--- config.mk ---
export PLATFORM = sky130hd
export DESIGN_NAME = scsi_regbank
export DESIGN_NICKNAME = d
export VERILOG_FILES = /design/src/rtl/srb_pkg.sv /design/src/rtl/srb_decode.sv /design/src/rtl/srb_store.sv /design/src/rtl/srb_fx.sv /design/src/rtl/scsi_regbank.sv
export SDC_FILE = /design/constraint.sdc
export NUM_CORES = 2
export LEC_CHECK = 0
export ABC_AREA = 1
export ABC_CLOCK_PERIOD_IN_PS = 4100
export BUFFER_PORTS_ARGS = -buffer_cell sky130_fd_sc_hd__buf_2
export CORE_AREA = 2 2 488 490
export DETAILED_ROUTE_END_ITERATION = 16
export DIE_AREA = 0 0 490 492
export GPL_TIMING_DRIVEN = 1
export PLACE_DENSITY = 0.61
export SYNTH_ARGS = -nofsm -noshare
export SYNTH_HDL_FRONTEND = slang
export SYNTH_HIERARCHICAL = 1
export SYNTH_SLANG_ARGS = --single-unit
--- constraint.sdc ---
create_clock -name clk -period 4.1 [get_ports clk]
set_clock_uncertainty 0.1 [all_clocks]
set_input_delay 0.41 -clock clk [delete_from_list [all_inputs] [get_ports clk]]
set_output_delay 0.41 -clock clk [all_outputs]
set_load 0.02 [all_outputs]
--- src/rtl/srb_pkg.sv ---
package srb_pkg;
  typedef enum logic [2:0] {
    K_BAD, K_IGN, K_STORE, K_CTL1, K_ISTAT, K_PTRTOP, K_DCTL, K_IRQEN
  } kind_e;

  localparam logic [7:0] OFF_SSTAT  = 8'h0c;
  localparam logic [7:0] OFF_ISTAT  = 8'h14;
  localparam logic [7:0] OFF_NXADDR = 8'h28;
  localparam logic [7:0] OFF_SPTR   = 8'h2c;
  localparam logic [7:0] OFF_DMODE  = 8'h38;
  localparam int PTR_BYTES = 4;

  localparam int CTL1_BUSRST = 3;
  localparam int SSTAT_RSTST = 1;
  localparam int IST_ABORT   = 7;
  localparam int IST_SRST    = 6;
  localparam int IST_SIGP    = 5;
  localparam int IST_INTF    = 2;
  localparam int DCTL_STEP   = 2;
  localparam int DMODE_MAN   = 0;

  typedef struct packed {
    logic bus_rst;
    logic start;
    logic abort;
    logic srst;
    logic irq_eval;
    logic wake;
  } fx_t;
endpackage

--- src/rtl/srb_decode.sv ---
module srb_decode
  import srb_pkg::*;
(
  input  logic [7:0] addr,
  output kind_e      kind,
  output logic [7:0] keep
);
  always_comb begin
    kind = K_BAD;
    keep = 8'hff;
    case (addr)
      8'h00, 8'h03, 8'h04, 8'h05, 8'h08, 8'h16, 8'h17, 8'h21, 8'h22,
      8'h38, 8'h3a, 8'h48, 8'h4a, 8'h4b, 8'h4d, 8'h4e, 8'h4f, 8'h56,
      8'h57: kind = K_STORE;
      8'h01: begin kind = K_CTL1;  keep = 8'hdf; end
      8'h02: begin kind = K_STORE; keep = 8'hf6; end
      8'h06: begin kind = K_STORE; keep = 8'h0f; end
      8'h1a: begin kind = K_STORE; keep = 8'h08; end
      8'h1b: begin kind = K_STORE; keep = 8'h0f; end
      8'h07, 8'h0a, 8'h0b, 8'h0c, 8'h0d, 8'h0e, 8'h0f, 8'h18, 8'h47,
      8'h49: kind = K_IGN;
      8'h14: kind = K_ISTAT;
      8'h2f: kind = K_PTRTOP;
      8'h3b: begin kind = K_DCTL;  keep = 8'hbb; end
      8'h39, 8'h40, 8'h41: kind = K_IRQEN;
      default: begin
        if (addr inside {[8'h10:8'h13], [8'h1c:8'h1f], [8'h24:8'h26],
                         [8'h28:8'h2e], [8'h30:8'h37], [8'h5c:8'h9f],
                         [8'ha0:8'hbb], [8'hc0:8'hcf], [8'hd4:8'hdf]})
          kind = K_STORE;
      end
    endcase
  end
endmodule

--- src/rtl/srb_store.sv ---
module srb_store
  import srb_pkg::*;
#(
  parameter int AW = 8,
  parameter int DW = 8
) (
  input  logic          clk,
  input  logic          rst,
  input  logic          clr_all,
  input  logic          we,
  input  logic [AW-1:0] waddr,
  input  logic [DW-1:0] wdata,
  input  logic          copy_ptr,
  input  logic          stat_set,
  input  logic          stat_clr,
  input  logic          intf_set,
  input  logic [AW-1:0] raddr,
  output logic [DW-1:0] rdata,
  output logic [DW-1:0] istat_q,
  output logic          stat_rst_q,
  output logic          man_q
);
  localparam int NB = 1 << AW;

  logic [DW-1:0] mem [NB];

  always_ff @(posedge clk) begin
    if (rst || clr_all) begin
      for (int i = 0; i < NB; i++) mem[i] <= '0;
    end else begin
      if (we) mem[waddr] <= wdata;
      if (copy_ptr)
        for (int i = 0; i < PTR_BYTES; i++)
          mem[int'(OFF_SPTR) + i] <= mem[int'(OFF_NXADDR) + i];
      if (stat_set)      mem[OFF_SSTAT][SSTAT_RSTST] <= 1'b1;
      else if (stat_clr) mem[OFF_SSTAT][SSTAT_RSTST] <= 1'b0;
      if (intf_set)      mem[OFF_ISTAT][IST_INTF] <= 1'b1;
    end
  end

  always_ff @(posedge clk) begin
    if (rst) rdata <= '0;
    else     rdata <= mem[raddr];
  end

  assign istat_q    = mem[OFF_ISTAT];
  assign stat_rst_q = mem[OFF_SSTAT][SSTAT_RSTST];
  assign man_q      = mem[OFF_DMODE][DMODE_MAN];
endmodule

--- src/rtl/srb_fx.sv ---
module srb_fx
  import srb_pkg::*;
(
  input  logic clk,
  input  logic rst,
  input  fx_t  req,
  input  logic bad_wr,
  input  logic err_clr,
  input  logic clr_all,
  output fx_t  pulse,
  output logic err
);
  always_ff @(posedge clk) begin
    if (rst) begin
      pulse <= '0;
      err   <= 1'b0;
    end else begin
      pulse <= req;
      if (clr_all)      err <= 1'b0;
      else if (bad_wr)  err <= 1'b1;
      else if (err_clr) err <= 1'b0;
    end
  end
endmodule

--- src/rtl/scsi_regbank.sv ---
module scsi_regbank
  import srb_pkg::*;
#(
  parameter int AW = 8,
  parameter int DW = 8
) (
  input  logic          clk,
  input  logic          rst,
  input  logic          wr_en,
  input  logic [AW-1:0] wr_addr,
  input  logic [DW-1:0] wr_data,
  input  logic [AW-1:0] rd_addr,
  input  logic          eng_running,
  input  logic          wait_resel,
  input  logic          intf_set,
  input  logic          err_clr,
  output logic [DW-1:0] rd_data,
  output logic          bus_rst_pulse,
  output logic          rst_irq_pulse,
  output logic          start_pulse,
  output logic          abort_pulse,
  output logic          srst_pulse,
  output logic          irq_eval_pulse,
  output logic          wake_pulse,
  output logic          bad_wr_err
);
  kind_e         kind;
  logic [7:0]    keep;
  logic [DW-1:0] istat_q, st_data;
  logic          stat_rst_q, man_q, st_we, is_ist, stat_clr;
  fx_t           req, pulse;

  srb_decode u_dec (.addr(wr_addr), .kind(kind), .keep(keep));

  always_comb begin
    is_ist   = wr_en && (kind == K_ISTAT);
    st_we    = wr_en && (kind != K_BAD) && (kind != K_IGN);
    st_data  = wr_data & keep;
    if (kind == K_ISTAT) begin
      st_data[7:4] = wr_data[7:4];
      st_data[3:0] = istat_q[3:0];
      if (wr_data[IST_INTF]) st_data[IST_INTF] = 1'b0;
    end
    stat_clr     = wr_en && (kind == K_CTL1) && !wr_data[CTL1_BUSRST];
    req.bus_rst  = wr_en && (kind == K_CTL1) && wr_data[CTL1_BUSRST] && !stat_rst_q;
    req.wake     = is_ist && wr_data[IST_SIGP] && wait_resel;
    req.start    = (wr_en && (kind == K_PTRTOP) && !man_q && !eng_running)
                || (wr_en && (kind == K_DCTL) && wr_data[DCTL_STEP] && !eng_running)
                || req.wake;
    req.abort    = is_ist && wr_data[IST_ABORT];
    req.srst     = is_ist && wr_data[IST_SRST];
    req.irq_eval = (wr_en && (kind == K_IRQEN)) || (is_ist && wr_data[IST_INTF]);
  end

  srb_store #(.AW(AW), .DW(DW)) u_store (
    .clk(clk), .rst(rst), .clr_all(req.srst),
    .we(st_we), .waddr(wr_addr), .wdata(st_data),
    .copy_ptr(req.wake), .stat_set(req.bus_rst), .stat_clr(stat_clr),
    .intf_set(intf_set), .raddr(rd_addr), .rdata(rd_data),
    .istat_q(istat_q), .stat_rst_q(stat_rst_q), .man_q(man_q)
  );

  srb_fx u_fx (
    .clk(clk), .rst(rst), .req(req),
    .bad_wr(wr_en && (kind == K_BAD)), .err_clr(err_clr),
    .clr_all(req.srst), .pulse(pulse), .err(bad_wr_err)
  );

  assign bus_rst_pulse  = pulse.bus_rst;
  assign rst_irq_pulse  = pulse.bus_rst;
  assign start_pulse    = pulse.start;
  assign abort_pulse    = pulse.abort;
  assign srst_pulse     = pulse.srst;
  assign irq_eval_pulse = pulse.irq_eval;
  assign wake_pulse     = pulse.wake;
endmodule

Word level (Yosys, flattened, before mapping)
Memory sizes are Yosys's and may differ from the RTL's. A register that Yosys moved wholly into a read port is not among the register bits.
Index checks and enable logic that the tools add are counted.
{"block": "totals", "ff_bits": 7, "wordCells": 169, "ramBits": 2048, "in_bits": 31, "memories": 1, "output_inout_bits": 16}
{"block": "classes", "n_bitwise": 14, "eq_ne": 46, "mux": 35, "magnitude_cmp": 18, "n_reduce_logical": 48}
{"memory": "u_store.mem", "depth": 256, "word_bits": 8, "rd": 8, "rd_clocked_by_memory_dff": 1, "wr": 256, "line_no": "srb_store.sv:25", "rtl": "logic [DW-1:0] mem [NB];"}
{"operator": "8-bit by 7-bit == test with 1-bit output (second input constant)", "count": 12}
{"operator": "8-bit by 4-bit == test with 1-bit output (second input constant)", "count": 7}
{"operator": "8-bit by 6-bit == test with 1-bit output (second input constant)", "count": 7}
{"operator": "8-bit two-way mux", "count": 7}
{"operator": "8-bit by 5-bit == test with 1-bit output (second input constant)", "count": 6}
{"operator": "8-bit one-hot mux with 5 select lines", "count": 1}
{"operator": "8-bit by 3-bit == test with 1-bit output (second input constant)", "count": 4}
{"operator": "8-bit <= comparator (second input constant)", "count": 4}
{"operator": "1-bit logical AND", "count": 29}
{"operator": "8-bit by 6-bit greater-or-equal comparator with 1-bit output (second input constant)", "count": 3}
{"operator": "8-bit greater-or-equal comparator (second input constant)", "count": 3}
{"operator": "8-bit by 6-bit <= comparator with 1-bit output (second input constant)", "count": 3}
{"operator": "1-bit two-way mux", "count": 24}
{"operator": "23-bit OR reduction", "count": 1}
{"operator": "3-bit one-hot mux with 7 select lines", "count": 1}
{"operator": "8-bit by 2-bit == test with 1-bit output (second input constant)", "count": 2}
{"operator": "8-bit by 5-bit greater-or-equal comparator with 1-bit output (second input constant)", "count": 2}
{"operator": "8-bit by 5-bit <= comparator with 1-bit output (second input constant)", "count": 2}
{"operator": "3-bit == test (second input constant)", "count": 4}
{"operator": "10-bit OR reduction", "count": 1}
{"operator": "9-bit nonzero test", "count": 1}
{"operator": "8-bit AND", "count": 1}
{"operator": "8-bit by 1-bit == test with 1-bit output (second input constant)", "count": 1}
{"operator": "8-bit == test (second input constant)", "count": 1}
{"operator": "other kinds (17)", "count": 34}

Longest topological paths before layout
{"block": "depth", "word_depth": 16, "mapped_depth": 20, "mapped_depth_nobuf": 18}

By module
The synthesis kept the hierarchy.
{"module": "srb_store", "cells_each": 9607, "n_inst": 1, "seq_area_each_um2": 61649.1, "area_per_inst_um2": 92799.0}
{"module": "srb_decode", "cells_each": 124, "n_inst": 1, "seq_area_each_um2": 0.0, "area_per_inst_um2": 585.6}
{"module": "scsi_regbank", "cells_each": 55, "n_inst": 1, "seq_area_each_um2": 0.0, "area_per_inst_um2": 274.0}
{"module": "srb_fx", "cells_each": 26, "n_inst": 1, "seq_area_each_um2": 140.1, "area_per_inst_um2": 216.5}

Worst setup path before layout
No wires, ideal clock.
{"block": "synth_path", "path_type": "input-to-reg", "startpoint": "input wr_addr[3]", "endpoint": "memory u_store.mem[127][0] (enable)", "cell_stages": 16, "setup_time_ns": 0.329, "arrival_time_ns": 3.174, "path_slack_ns": 0.497, "required_time_ns": 3.671, "path_buffers": 3, "cell_sequence": "buf_4 -> nor2_4 -> inv_1 -> nor3_1 -> nor3_1 -> nand2_1 -> nor2_2 -> nand2_1 -> nor2_1 -> nor2_1 -> nand3_4 -> buf_4 -> nor3_2 -> buf_2 -> nand2_1 -> nand2_1"}
{"element": "from (decl)", "line_no": "scsi_regbank.sv:10", "rtl": "input logic [AW-1:0] wr_addr,"}
{"element": "to (decl)", "line_no": "srb_store.sv:25"}

==> flow_summary.yaml <==
grt:
  grt_usage_pct: 23.7
  grt_overflow: 0
  grtUsageMet3_pct: 4.35
  grt_max_degree: 165
  grt_pass1_vias: 69887
  busiest_layer: "met2"
  antenna_found_initial: 5
  met1_usage_pct: 31.8
  grt_pass1_wl_um: 435000
  use_met2_pct: 38.1
floorplanning:
  io_pins: 47
  initial_core_util_pct: 39.7
  fp.coreArea_um2: 236000
  rows: 179
  fp.dieW_um: 490
  die_h_um: 492
  die-area_um2: 241000
yosys:
  synth.most_common_cell: "nand2_1"
  synth_ff_type: "edfxtp_1"
  synth_cells: 9812
  ys_ff_latch: 2063
  async_flop_share_pct: 0
  ys_top_cells_by_count: "nand2_1, nor2_1, edfxtp_1, nand3_1, clkbuf_1"
  synthesis.area_um2: 93900
  synth.area.top_cells: "edfxtp_1, nand3_1, nand2_1"
  synth.top_cell.area_share_pct: 65.5
  yosysWarnings: 6
  synth_edf_count: 2047
  ys_seq_area_share_pct: 65.8
  syn_area_per_cell_um2: 9.57
  syn-num-nets: 9843
  yosysTopAreaCell: "edfxtp_1"
  synth_cell_types: 32
sta:
  fin_tns_setup_ns: 0
  finalCriticalPeriod_ns: 3.12
  min_period_over_period_pct: 76.1
  worstMarginPinSlew_ns: 1.27
  finalHoldViolCount: 0
  rsz0062_at_grt: "no"
  setup_viol: 0
  fmax_ghz: 0.321
  finalMaxSlewViolations: 0
  hold_ws_ns: 0.0828
  relSlewSlack_pct: 15.4
clock_tree:
  clk_latency_ns: 0.83
  clock-root-buffer: "clkbuf_16"
  cts_made_buffers: 212
  clk_path_buf_depth: 3
  post_cts_buffers: 0
  clk_pin_slew_ns: 0.06
  cts_sinks: 2063
  htree_levels: 4
  cts_tree: "built"
  post_cts_resized: 0
routing:
  drt-pass1-iter-count: 7
  drtAntennaViolNets: 0
  wl_per_cell_um: 21.9
  vias_per_cell: 5.48
  finalWirelength_um: 292000
  first_iter_violations: 8424
  drc: 0
  dr_total_vias: 72927
placement:
  post-dp-hpwl_um: 183000
  routabilityCongestion: 0.918
  port-buffer-count: 46
critical_path:
  r2r_start: "u_store/mem[56][0]$_SDFFCE_PN0P_"
  start_kind: "primary input"
  critPathKind: "primary input to register"
  critPathRequiredTime_ns: 4.55
  path_max_fanout: 17
  r2r_slack_ns: 1.73
  worstPathArrival_ns: 3.57
  crit_path_end: "u_store/mem[196][4]$_SDFFCE_PN0P_"
  r2r-end: "u_fx/pulse[4]$_SDFF_PP0_"
  reg2regPathDepth: 7
  cp-end-kind: "register"
  critPathLaunch: "wr_addr[3]"
power:
  power.total_mw: 47.5
  p_per_area_nw_per_um2: 439
  irDropWorstVdd_uv: 452
  leakagePower_nw: 41.6
worst_hold_path:
  hp-class: "primary input to register"
layout:
  drive_gt1_share_pct: 10.2
  syn_to_final_growth_pct: 15.2
  final_nets: 9998
outcome:
  status: "finished, final reports clean"
run:
  cap_violations: 0
## layer usage
layer,part of all wire (%),up-vias
li1,-,33539
met1,40,35516
met2,47,3352
met3,9.2,516
met4,3.8,4
met5,0.0093,-
## cells in the final DEF (no fill, tap or decap), types with 11 or more instances in the layout
master and instances:
a21oi_1 25, buf_12 95, buf_2 41, buf_4 537, bufinv_16 14, clkbuf_1 44, clkbuf_16 217, clkinv_1 68
clkinv_2 33, dfxtp_1 16, dlygate4sd3_1 13, edfxtp_1 2047, inv_1 45, inv_8 11, nand2_1 2619, nand2_2 15
nand3_1 1983, nor2_1 2152, nor2_2 13, nor2_4 12, o21ai_0 64, o22ai_1 17
## timing repair
item	CTS	global route
hold buffers	13	0
endpoints found under the setup margin	0	0
hold endpoints to repair	9	0
## worst min-delay path by stage
stage | startpoint | endpoint | cells past startpoint
after floorplan | rst | u_fx/pulse[3]$_SDFF_PP0_ | 1
after global placement | u_fx/err$_SDFFE_PP0P_ | u_fx/err$_SDFFE_PP0P_ | 2
after detailed placement | u_fx/err$_SDFFE_PP0P_ | u_fx/err$_SDFFE_PP0P_ | 2
after CTS | wr_data[6] | u_fx/pulse[2]$_SDFF_PP0_ | 6
after global routing | wr_data[6] | u_fx/pulse[2]$_SDFF_PP0_ | 6
final | wr_data[6] | u_fx/pulse[2]$_SDFF_PP0_ | 6
## sequential cells by signal, indices dropped and copies added, names as in the netlist
signal and count:
u_store/mem 2048, u_store/rdata 8, u_fx/pulse 6, u_fx/err 1
## critical path, stage by stage
cell and delay (ns):
buf_2 0.20, buf_4 0.28, nand2_1 0.09, nor2_1 0.13
nand2_1 0.07, nand2_1 0.07, nand2_1 0.08, nand2_1 0.08
nor2_1 0.04, nand3_1 0.18, nor2_2 0.10, nand2_1 0.12
nor2_1 0.09, nor2_4 0.17, nand3_4 0.09, buf_12 0.19
nor2_4 0.13, buf_4 0.39, nand2_1 0.29, nand2_1 0.12
buf_4 0.18
## logic make-up after synthesis
kind of cell	synth area share, %
flops	65.8
compound gates	0.629
simple gates	30.2
buf+inv	3.33
## stage by stage
step           std cells  utilization (%)  worst slack, ns  area, um2
2_1_floorplan       9812                -            0.497      93900
3_3_place_gp       12907             42.9            0.244     101000
3_5_place_dp       12907             42.9            0.236     101000
4_1_cts            13315             45.8             1.10     108000
5_1_grt            13318             45.8            0.872     108000
6_report           13319             45.8            0.980     108000
## power breakdown
group,switching (mW),total (mW),leakage (nW),internal (mW)
Sequential,0.317,24.5,19.6,24.2
Combinational,3.16,4.30,18.8,1.14
Clock,8.13,18.7,3.24,10.5
## final cells by class
class                           count  area [um2]
Antenna cell                        4        10.0
Clock buffer                      261        5600
Multi-Input combinational cell   6934       29100
Inverter                           67         337
Tap cell                         3167        3960
Timing Repair Buffer              689        6310
Sequential cell                  2063       61800
Clock inverter                    134        1050
Fill cell                       22113      128000
(Power assumes the default switching activity.)
